<file path="config.mk">
export PLATFORM = sky130hd
export DESIGN_NAME = uart_os_rx
export DESIGN_NICKNAME = d
export VERILOG_FILES = /design/src/rtl/uart_os_rx_pkg.sv /design/src/rtl/rx_sync.sv /design/src/rtl/rx_par_chk.sv /design/src/rtl/uart_os_rx.sv
export SDC_FILE = /design/constraint.sdc
export NUM_CORES = 1
export LEC_CHECK = 0
export BUFFER_PORTS_ARGS = -buffer_cell sky130_fd_sc_hd__buf_4
export CORE_ASPECT_RATIO = 1.4
export CORE_MARGIN = 8
export CORE_UTILIZATION = 50
export DETAILED_ROUTE_END_ITERATION = 8
export GPL_TIMING_DRIVEN = 0
export MAX_ROUTING_LAYER = met4
export PLACE_DENSITY_LB_ADDON = 0.08
export SLEW_MARGIN = 10
export SYNTH_ARGS = -nofsm -noshare
export SYNTH_HDL_FRONTEND = slang
export SYNTH_HIERARCHICAL = 1
export SYNTH_SLANG_ARGS = --single-unit
export TNS_END_PERCENT = 20
</file>
<file path="constraint.sdc">
create_clock -name clk -period 2.65 [get_ports clk]
set_clock_uncertainty 0.2 [all_clocks]
set_input_delay 0.53 -clock clk [delete_from_list [all_inputs] [get_ports clk]]
set_output_delay 0.53 -clock clk [all_outputs]
set_load 0.01 [all_outputs]
</file>
<file path="src/rtl/uart_os_rx_pkg.sv">
package uart_os_rx_pkg;
    typedef enum logic [2:0] {
        RX_IDLE  = 3'd0,
        RX_START = 3'd1,
        RX_DATA  = 3'd2,
        RX_PAR   = 3'd3,
        RX_STOP  = 3'd4
    } rx_state_e;

    localparam logic [2:0] PM_NONE = 3'd0;
    localparam logic [2:0] PM_EVEN = 3'd1;
    localparam logic [2:0] PM_ODD  = 3'd2;
    localparam logic [2:0] PM_ZERO = 3'd3;
    localparam logic [2:0] PM_ONE  = 3'd4;

    function automatic logic par_used(input logic [2:0] mode);
        return (mode == PM_EVEN) || (mode == PM_ODD) ||
               (mode == PM_ZERO) || (mode == PM_ONE);
    endfunction
endpackage

</file>
<file path="src/rtl/rx_sync.sv">
module rx_sync #(
    parameter int STAGES = 2
) (
    input  logic clk,
    input  logic rst_n,
    input  logic d_i,
    output logic q_o
);
    logic [STAGES-1:0] chain_q;

    always_ff @(posedge clk or negedge rst_n) begin
        if (!rst_n) chain_q <= '1;
        else        chain_q <= {chain_q[STAGES-2:0], d_i};
    end

    assign q_o = chain_q[STAGES-1];
endmodule

</file>
<file path="src/rtl/rx_par_chk.sv">
module rx_par_chk
    import uart_os_rx_pkg::*;
#(
    parameter int DATA_W = 9
) (
    input  logic [DATA_W-1:0] word_i,
    input  logic [2:0]        mode_i,
    input  logic              pbit_i,
    output logic              err_o
);
    logic odd_ones;
    assign odd_ones = ^word_i;

    always_comb begin
        unique case (mode_i)
            PM_EVEN: err_o = odd_ones ^ pbit_i;
            PM_ODD:  err_o = ~(odd_ones ^ pbit_i);
            PM_ZERO: err_o = pbit_i;
            PM_ONE:  err_o = ~pbit_i;
            default: err_o = 1'b0;
        endcase
    end
endmodule

</file>
<file path="src/rtl/uart_os_rx.sv">
module uart_os_rx
    import uart_os_rx_pkg::*;
#(
    parameter int DATA_W  = 9,
    parameter int OS_HI   = 16,
    parameter int OS_LO   = 8,
    parameter int SYNC_ST = 2
) (
    input  logic              clk,
    input  logic              rst_n,
    input  logic              tick_i,
    input  logic              rxd_i,
    input  logic              os8_i,
    input  logic [1:0]        len_i,
    input  logic              nine_i,
    input  logic              msbf_i,
    input  logic [2:0]        par_i,
    output logic [DATA_W-1:0] data_o,
    output logic              valid_o,
    output logic              perr_o,
    output logic              ferr_o
);
    localparam int CW = $clog2(OS_HI + 1);
    localparam int IW = $clog2(DATA_W + 1);

    typedef struct packed {
        rx_state_e          st;
        logic [CW-1:0]      cnt;
        logic [CW-1:0]      os;
        logic [IW-1:0]      idx;
        logic [IW-1:0]      nb;
        logic               msbf;
        logic [2:0]         pm;
        logic               pe;
        logic [DATA_W-1:0]  sh;
        logic [DATA_W-1:0]  data;
        logic               valid;
        logic               perr;
        logic               ferr;
    } rx_regs_t;

    rx_regs_t q, n;
    logic     rxd_s;
    logic     par_bad;
    logic [IW-1:0] pos;
    logic [CW-1:0] cnt_inc;

    rx_sync #(.STAGES(SYNC_ST)) i_sync (
        .clk   (clk),
        .rst_n (rst_n),
        .d_i   (rxd_i),
        .q_o   (rxd_s)
    );

    rx_par_chk #(.DATA_W(DATA_W)) i_par (
        .word_i (q.sh),
        .mode_i (q.pm),
        .pbit_i (rxd_s),
        .err_o  (par_bad)
    );

    assign pos     = q.msbf ? (q.nb - IW'(1) - q.idx) : q.idx;
    assign cnt_inc = q.cnt + CW'(1);

    always_comb begin
        n       = q;
        n.valid = 1'b0;
        if (tick_i) begin
            unique case (q.st)
                RX_IDLE: begin
                    if (!rxd_s) begin
                        n.st   = RX_START;
                        n.cnt  = CW'(1);
                        n.os   = os8_i ? CW'(OS_LO) : CW'(OS_HI);
                        n.nb   = nine_i ? IW'(DATA_W) : (IW'(5) + IW'(len_i));
                        n.msbf = msbf_i;
                        n.pm   = par_i;
                        n.pe   = 1'b0;
                        n.sh   = '0;
                    end
                end
                RX_START: begin
                    if (rxd_s) begin
                        n.st = RX_IDLE;
                    end else if (cnt_inc == (q.os >> 1)) begin
                        n.st  = RX_DATA;
                        n.cnt = '0;
                        n.idx = '0;
                    end else begin
                        n.cnt = cnt_inc;
                    end
                end
                RX_DATA: begin
                    n.cnt = cnt_inc;
                    if (cnt_inc == q.os) begin
                        n.cnt     = '0;
                        n.sh[pos] = rxd_s;
                        n.idx     = q.idx + IW'(1);
                        if (q.idx == q.nb - IW'(1))
                            n.st = par_used(q.pm) ? RX_PAR : RX_STOP;
                    end
                end
                RX_PAR: begin
                    n.cnt = cnt_inc;
                    if (cnt_inc == q.os) begin
                        n.cnt = '0;
                        n.pe  = par_bad;
                        n.st  = RX_STOP;
                    end
                end
                RX_STOP: begin
                    n.cnt = cnt_inc;
                    if (cnt_inc == q.os) begin
                        n.cnt   = '0;
                        n.st    = RX_IDLE;
                        n.valid = 1'b1;
                        n.data  = q.sh;
                        n.perr  = q.pe;
                        n.ferr  = ~rxd_s;
                    end
                end
                default: n.st = RX_IDLE;
            endcase
        end
    end

    always_ff @(posedge clk or negedge rst_n) begin
        if (!rst_n) q <= '0;
        else        q <= n;
    end

    assign data_o  = q.data;
    assign valid_o = q.valid;
    assign perr_o  = q.perr;
    assign ferr_o  = q.ferr;


    valid_single_chk: assert property (@(posedge clk) disable iff (!rst_n)
        valid_o |=> !valid_o);


    result_hold_chk: assert property (@(posedge clk) disable iff (!rst_n)
        !valid_o |-> ($stable(data_o) && $stable(perr_o) && $stable(ferr_o)));


    upper_zero_chk: assert property (@(posedge clk) disable iff (!rst_n)
        valid_o |-> ((data_o >> q.nb) == '0));


    no_par_clean_chk: assert property (@(posedge clk) disable iff (!rst_n)
        (valid_o && !par_used(q.pm)) |-> !perr_o);


    cnt_range_chk: assert property (@(posedge clk) disable iff (!rst_n)
        (q.st != RX_IDLE) |-> (q.cnt < q.os));
endmodule

</file>
=== Word-level counts from Yosys, hierarchy flattened ===
Cells that the tools add are included.

* Flip-flop bits (word level): 49
* Output and inout bits: 12

* Bitwise logic cells: 3
* Order comparisons: 2
* Add/sub/neg operators: 5
* Reduce and logical (&&, ||, !) cells: 17
* Equality and inequality tests: 19
* Mux-type cells: 31

{| class="wikitable"
|+ Operator list
! kind !! number
|-
| case mux 5 bit (5 select lines) || 1
|-
| 2-to-1 mux 8 bit || 3
|-
| 2-to-1 mux 3 bit || 7
|-
| 2-to-1 mux 4 bit || 5
|-
| case mux 9 bit (2 select lines) || 1
|-
| 2-to-1 mux 5 bit || 3
|-
| case mux 3 bit (5 select lines) || 1
|-
| != test 2 bit, second input constant || 7
|-
| 2-to-1 mux 13 bit || 1
|-
| equality test 3 x 2 -> 1 bit, second input constant || 4
|-
| AND reduction 4 bit || 3
|-
| 2-to-1 mux 10 bit || 1
|-
| bitwise mux 9 bit || 1
|-
| 2-to-1 mux 9 bit || 1
|-
| XOR reduction 9 bit || 1
|-
| case mux 4 bit (2 select lines) || 1
|-
| AND reduction 7 bit || 1
|-
| equality test 3 x 1 -> 1 bit, second input constant || 2
|-
| equality test 3 bit, second input constant || 2
|-
| AND reduction 3 bit || 2
|-
| nonzero test 2 bit || 3
|-
| adder 5 x 1 -> 5 bit, second input constant || 1
|-
| equality test 5 x 4 -> 1 bit || 1
|-
| equality test 5 bit || 1
|-
| other kinds (19) || 23
|}

=== Longest topological paths before layout ===
Gate-level depths: netlist of run 1.

* Depth in word-level cells: 10
* Depth in mapped cells: 10

=== Hierarchy ===
Netlist of run 1, hierarchy kept.

{| class="wikitable"
|+ By module, submodules not included
! module !! area an instance (um^2) !! cells each !! times used
|-
| uart_os_rx || 2687.6 || 284 || 1
|-
| rx_par_chk || 138.9 || 14 || 1
|-
| rx_sync || 52.6 || 2 || 1
|}

=== Least setup slack after synthesis of run 1 ===
OpenSTA, ideal clock, no wires.

* Kind: register -> register
* Start: reg q[26] in the netlist's numbering
* End: reg q[12] in the netlist's numbering
* Path buffers: 0
* Cell stages (with the launch flop): 11
* Required time: 2363 ps
* Clock period less this slack: 2491 ps
* Slack: 159 ps
* Arrival time: 2204 ps
* Cells stage by stage: dfrtp_1 > inv_1 > ha_1 > xor2_1 > ha_1 > a21oi_1 > o21ai_0 > xnor2_1 > o32a_1 > or3b_1 > o211ai_1

* Word-level cells in the longest chain between the ends: 10
* Elaborated cells between the ends (all ways): 11
* Those cells by class: 2 x add/sub; 2 x order compare; 6 x mux; 1 x reduce/logical

{| class="wikitable"
|+ Ends and longest elaborated chain
! element !! RTL line !! RTL
|-
| from (decl) || uart_os_rx.sv:42 || <nowiki>rx_regs_t q, n;</nowiki>
|-
| from (signal assigned) || uart_os_rx.sv:129 || <nowiki>else q <= n;</nowiki>
|-
| subtractor 4 x 1 -> 4 bit (*) || uart_os_rx.sv:62 || <nowiki>assign pos = q.msbf ? (q.nb - IW'(1) - q.idx) : q.idx;</nowiki>
|-
| subtractor 4 bit (*) || uart_os_rx.sv:62 ||
|-
| 2-to-1 mux 4 bit (*) || uart_os_rx.sv:62 ||
|-
| less-than comparator 4 x 5 -> 1 bit (not written as such) / greater-or-equal comparator 4 x 1 -> 1 bit (equally long branches) || uart_os_rx.sv:97 || <nowiki>n.sh[pos] = rxd_s;</nowiki>
|-
| logical AND 1 bit (not written as such) || uart_os_rx.sv:97 ||
|-
| 2-to-1 mux 1 bit (not written as such) || uart_os_rx.sv:97 ||
|-
| demux 1 bit (select 4 bit) (*) || uart_os_rx.sv:97 ||
|-
| bitwise mux 9 bit (*) || uart_os_rx.sv:97 ||
|-
| 2-to-1 mux 9 bit (*) || uart_os_rx.sv:95 || <nowiki>if (cnt_inc == q.os) begin</nowiki>
|-
| case mux 9 bit (2 select lines) (*) || uart_os_rx.sv:69 || <nowiki>unique case (q.st)</nowiki>
|}

Mark *: on every way between the ends. The rest lies on a longest branch, timed or not. The select of a mux whose other input is x is not followed.
A chain may end at the register's enable or synchronous reset.

=== Worst setup path in the final report of run 1 ===
* Start: reg q[44] in the netlist's numbering
* End: reg q[13] in the netlist's numbering

* Word-level cells in the longest chain between the ends: 3
* Elaborated cells between the ends (all ways): 7
* Those cells by class: 3 x eq/ne; 1 x mux; 3 x reduce/logical

{| class="wikitable"
|+ Ends and longest elaborated chain
! element !! RTL line
|-
| equality test 3 x 2 -> 1 bit / zero test 3 bit (equally long branches) || uart_os_rx.sv:69
|-
| != test 2 bit (no source line) / nonzero test 2 bit (equally long branches) || -
|-
| AND reduction 4 bit (no source line) || -
|}

Several ways; a longest one is shown, not always the timed one.

==> results of run 1 <==
[final cells by class]
cell class | count | area share
buffer | 21 | 0.0412
clock buffer | 7 | 0.0227
clock inverter | 1 | 0.00892
sequential | 46 | 0.342
tap | 68 | 0.0253
inverter | 16 | 0.0178
timing repair buffer | 27 | 0.0602
multi-input combinational | 217 | 0.481
[sequential cells by signal (all words and copies together) (netlist names)]
register        cells
q                  32
i_sync/chain_q      2
perr_o              1
ferr_o              1
data_o              9
valid_o             1
[metal layers]
layer | wire, um | track usage | vias up
met5 | 0 | - | -
met2 | 3180 | 0.275 | 46
met3 | 280 | 0.0323 | 4
li1 | - | - | 1143
met1 | 2820 | 0.188 | 1104
met4 | 61 | 0.0522 | 0
[cell families after synthesis]
kind of cell	synth area share
AOI/OAI and AO/OA	0.191
adders and majority gates	0.0374
DFF	0.401
muxes	0.0574
and+or+nand+nor	0.179
xor gates and xnor gates	0.0652
buffers and inverters	0.0691
[cell usage in the layout (no fill, tap or decap), types with 8 or more instances in the layout]
| cell type | netlist | final |
|---|---|---|
| sky130_fd_sc_hd__buf_4 | 9 | 36 |
| sky130_fd_sc_hd__inv_1 | 16 | 14 |
| sky130_fd_sc_hd__clkbuf_1 | 6 | 8 |
| sky130_fd_sc_hd__o211ai_1 | 16 | 16 |
| sky130_fd_sc_hd__nor2_1 | 16 | 16 |
| sky130_fd_sc_hd__xnor2_1 | 13 | 11 |
| sky130_fd_sc_hd__nand2_1 | 37 | 37 |
| sky130_fd_sc_hd__nand3_1 | 13 | 13 |
| sky130_fd_sc_hd__o21ai_1 | 14 | 16 |
| sky130_fd_sc_hd__dfrtp_1 | 44 | 44 |
| sky130_fd_sc_hd__a21oi_1 | 10 | 9 |
[how the worst max path moves through the flow]
| stage | endpoint | cells after the start |
|---|---|---|
| after floorplan | q[12] | 10 |
| after global placement | q[17] | 10 |
| after detailed placement | q[17] | 10 |
| after CTS | q[17] | 10 |
| after global routing | q[19] | 10 |
| final | q[13] | 8 |
[timing repair]
| action | CTS | global route |
|---|---|---|
| endpoints found under the hold margin | 0 | 0 |
| gates resized for setup | 7 | 13 |
| buffers inserted | 4 | 1 |
| pin swaps | 8 | 5 |
| setup endpoints to repair | 9 | 11 |
| hold buffers | 0 | 0 |
[stage by stage]
| step | instance area, sq um | setup TNS, ns |
|---|---|---|
| finish | 3370 | 0 |
| CTS | 3290 | 0 |
| global placement | 3130 | -0.275 |
| detailed placement | 3130 | -0.677 |
| floorplan | 2880 | 0 |
| global route | 3370 | -0.0289 |
[power breakdown]
part | switching (mW) | internal (mW)
Sequential | 0.209 | 0.871
Combinational | 0.933 | 0.837
Clock | 0.234 | 0.283
Total | 1.38 | 1.99
==> flow_summary.toml, run 1 <==
[power_and_ir_drop]
ir_drop_v = 0.000572
total_leakage_power_nw = 1.52
power_mw = 3.37
power_density_nw_per_um2 = 1000

[critical_path]
critPathLaunch = "q[44]"
r2r.worst_path.cells = 8
timing.rr.start = "q[44]"
crit_family = "simple AND/OR/NAND/NOR gates"
crit_path_frequent_cell = "sky130_fd_sc_hd__buf_6"
worstReg2RegEnd = "q[13]"
setup_crit_start_kind = "flip-flop"
worstSetupEndpointType = "flip-flop"
slowest_stage = "sky130_fd_sc_hd__or4_4"
setup.reg_to_reg.worst_slack_ns = 0.11
arrival_worst_endpoint_ns = 2.50
cp_cell_sequence = "buf_6 -> or3b_1 -> or4_4 -> mux2i_4 -> o211ai_2 -> buf_6 -> nand3_1 -> o211ai_1"
crit_path_max_fanout = 10
critical-path-max-stage-delay_ns = 0.45
timing.setup.critical_path_class = "reg2reg"
worst-endpoint-required_ns = 2.61
worst-path-buf-inv = 2

[cts]
cts.sink_count = 46
numCtsBuffers = 5
cts.htree.levels = 2
cts_tree = "built"
clk-insertion-delay-late_ns = 0.30
cts-root-buf = "sky130_fd_sc_hd__clkbuf_8"
cts.reportedPaths.clkPinSlew_ns = 0.08
max-clock-path-buffers = 2

[yosys]
netlist-cell-type-count = 65
synth-edff-count = 0
synth.yosys.warnings = 6
post_synthesis_cell_count = 300
synthDominantAreaCellType = "sky130_fd_sc_hd__dfrtp_1"
syn-mean-instance-area_sq_um = 9.60
synth.yosys.seq_area_share = 0.401
ys_dominant_reg_cell = "sky130_fd_sc_hd__dfrtp_1"
synth-async-reset-ratio = 1.00
postSynthRegisterBits = 46
mappedNetlistNets = 320
synth_area_sq_um = 2880
synthMostInstantiatedCell = "sky130_fd_sc_hd__dfrtp_1"
post_synth_main_area_contributors = "sky130_fd_sc_hd__dfrtp_1 38%, sky130_fd_sc_hd__nand2_1 4.8%, sky130_fd_sc_hd__o211ai_1 4.2%, sky130_fd_sc_hd__xnor2_1 4.0%, sky130_fd_sc_hd__ha_1 3.0%"
yosys.area.top_type_share = 0.382
most_instantiated_cells_after_synthesis = "44 x sky130_fd_sc_hd__dfrtp_1, 37 x sky130_fd_sc_hd__nand2_1, 16 x sky130_fd_sc_hd__inv_1, 16 x sky130_fd_sc_hd__nor2_1, 16 x sky130_fd_sc_hd__o211ai_1"

[sta]
postLayoutSetupSlackWorst_ns = 0.106
layout_worst_path_cycle_share = 0.960
rsz0062_at_grt = "yes"
fin_crit_ns = 2.54
max_freq_mhz = 393
max_slew_margin = 0.545
timing_hold_violations_final = 0
slew_viol_final = 0
timing.final.setup_violations = 0
timing.hold.ws_ns = 0.0255
worst_pin_slew_ns = 0.678

[placement]
place_hpwl_um = 4670
dpl_worst_slack_ns = -0.108
finalWeightedCongestion = 0.904
placed_cells_incl_taps = 390
port_buffers = 22

[job]
maxCapViolations = 0

[cells_and_area]
final_layout_size_suffix_gt1_frac = 0.236
final_cell_count_no_fill = 403
antenna_cells = 0
area.sequential_sq_um = 1150
multi_input_area_sq_um = 1620
finish.utilization = 0.610
area_delta_synth_final_pct = 17.0
final.fill_count = 504
final_net_count = 354

[drt]
drc = 0
detail_route.iter0.violations = 171
route.detailed.wl_per_inst_um = 15.7
detail_route.first_pass.iterations = 4
routed_via_density = 5.70
route.antenna.remaining_nets = 0
route.vias.total = 2297
detail_route.wirelength_um = 6340

[grt]
initial_antenna_violation_count = 0
grtUsageTotal = 0.163
first_global_vias = 2312
grt_overflow = 0
largest_net_degree_at_the_start_of_global_routing = 47
wire_length_of_the_first_global_routing_pass_um = 10900

[die]
rows = 32
initial_utilization = 0.521
x_dimension_of_the_die_um = 80.1
io_pins = 24
vertical_die_dimension_um = 106
core_region_area_sq_um = 5530
die_area_sq_um = 8480

[status]
outcome = "completed"

[min_path]
worst_min_delay_path_class = "in2async"
No activity file was read; power rests on OpenSTA's default activity.
==> inputs of run 2 (changes only) <==
Settings changed: CTS_BUF_LIST set to sky130_fd_sc_hd__clkbuf_8.
==> run 2 against run 1 <==
Against the previous run:
- die area unchanged
- power about the same
- non-clock buffer count unchanged
- critical path depth unchanged
- clock power decreased by 1%
- first-iteration DRC count increased by 5.3%
==> flow_summary.toml, run 2 (synthesis results as in run 1) <==
[drt]
detail_route.iter0.violations = 180
route.antenna.remaining_nets = 0
detail_route.first_pass.iterations = 4
route.detailed.wl_per_inst_um = 15.8
detail_route.wirelength_um = 6350
route.vias.total = 2297
routed_via_density = 5.70
drc = 0

[die]
vertical_die_dimension_um = 106
die_area_sq_um = 8480
core_region_area_sq_um = 5530
rows = 32
x_dimension_of_the_die_um = 80.1
initial_utilization = 0.521
io_pins = 24

[sta]
max_freq_mhz = 394
fin_crit_ns = 2.54
rsz0062_at_grt = "yes"
timing_hold_violations_final = 0
worst_pin_slew_ns = 0.686
final.setup.tns_ns = 0
max_slew_margin = 0.539
layout_worst_path_cycle_share = 0.958
slew_viol_final = 0
postLayoutSetupSlackWorst_ns = 0.110
timing.final.setup_violations = 0

[status]
outcome = "completed"

[grt]
grtUsageTotal = 0.163
first_global_vias = 2312
wire_length_of_the_first_global_routing_pass_um = 10900
initial_antenna_violation_count = 0
largest_net_degree_at_the_start_of_global_routing = 47
grt_overflow = 0

[cts]
max-clock-path-buffers = 2
postCtsHoldBufs = 0
cts.htree.levels = 2
cts_tree = "built"
cts.sink_count = 46
cts.reportedPaths.clkPinSlew_ns = 0.08
cts-root-buf = "sky130_fd_sc_hd__clkbuf_8"
numCtsBuffers = 5
clk-insertion-delay-late_ns = 0.30

[cells_and_area]
final_net_count = 354
commonest_non_fill_non_tap_cells_in_the_layout = "44 x sky130_fd_sc_hd__dfrtp_1, 37 x sky130_fd_sc_hd__nand2_1, 36 x sky130_fd_sc_hd__buf_4"
top_register = "q"
finish.utilization = 0.610
largest_register_ffs = 32
final_area_sq_um = 3370
area_delta_synth_final_pct = 17.0
layout_commonest_cell = "sky130_fd_sc_hd__dfrtp_1"
antenna_cells = 0
final_layout_size_suffix_gt1_frac = 0.236

[power_and_ir_drop]
power_mw = 3.36
power_density_nw_per_um2 = 999
total_leakage_power_nw = 1.53
ir_drop_v = 0.000558

[placement]
finalWeightedCongestion = 0.904
port_buffers = 22
placed_cell_area_sq_um = 3130
dpl_worst_slack_ns = -0.108
place_hpwl_um = 4670

[critical_path]
worst-endpoint-required_ns = 2.61
setup_crit_start_kind = "flip-flop"
timing.setup.critical_path_class = "reg2reg"
crit_path_max_fanout = 10
worstSetupEndpointType = "flip-flop"
arrival_worst_endpoint_ns = 2.50

[min_path]
worst_min_delay_path_class = "in2async"

[job]
maxCapViolations = 0
run 2: changes by cell type in the layout (fill, tap and decap cells not counted), sizes merged:
cell    change
inv         +2
clkbuf      -2
run 2: final timing paths:
check / startpoint / endpoint / slack, ns / depth (start not counted)
worst min-delay path: rst_n / valid_o / 0.02 / 1
min in group clk: rxd_i / i_sync/chain_q[0] / 0.14 / 1
max in group asynchronous: rst_n / i_sync/chain_q[0] / 1.83 / 1
worst max-delay path: q[44] / q[13] / 0.11 / 8
worst min register to register: i_sync/chain_q[0] / i_sync/chain_q[1] / 0.15 / 0
worst max register to register: q[44] / q[13] / 0.11 / 8
run 2: per-layer routing:
layer  GRT usage  up-vias  wire [um]
li1            -     1145          -
met1       0.188     1095       2850
met2       0.275       51       3160
met3      0.0323        6        249
met4      0.0522        0         85
met5           -        -          0
run 2: report_power, final:
part / internal (mW) / switching, mW
logic: 0.837 / 0.935
registers: 0.871 / 0.210
clock network: 0.275 / 0.235
run 2: cell type report:
class,count,area (sq um)
well taps,68,85.1
multi-input cells,217,1620
fillers,504,2160
inverters,16,60.1
clock inverters,3,37.5
clock buffers,5,68.8
plain buffers,21,139
repair buffers,27,203
flip-flops and latches,46,1150
run 2: worst max-delay path: stages (launching register included):
cell and delay, ns:
sky130_fd_sc_hd__dfrtp_1 0.38, sky130_fd_sc_hd__buf_6 0.14, sky130_fd_sc_hd__or3b_1 0.42, sky130_fd_sc_hd__or4_4 0.45
sky130_fd_sc_hd__mux2i_4 0.21, sky130_fd_sc_hd__o211ai_2 0.19, sky130_fd_sc_hd__buf_6 0.21, sky130_fd_sc_hd__nand3_1 0.08
sky130_fd_sc_hd__o211ai_1 0.11
run 2: metrics by stage:
step                hold WS, ns  cells
floorplan                0.0344    300
global placement          0.146    390
detailed placement        0.149    390
CTS                      0.0484    402
global route             0.0772    403
finish                   0.0235    403
run 2: what timing repair did:
action	4_1_cts	5_1_grt
gates resized for setup	7	13
setup buffers	4	1
endpoints found under the setup margin	9	11
pin swaps	8	5
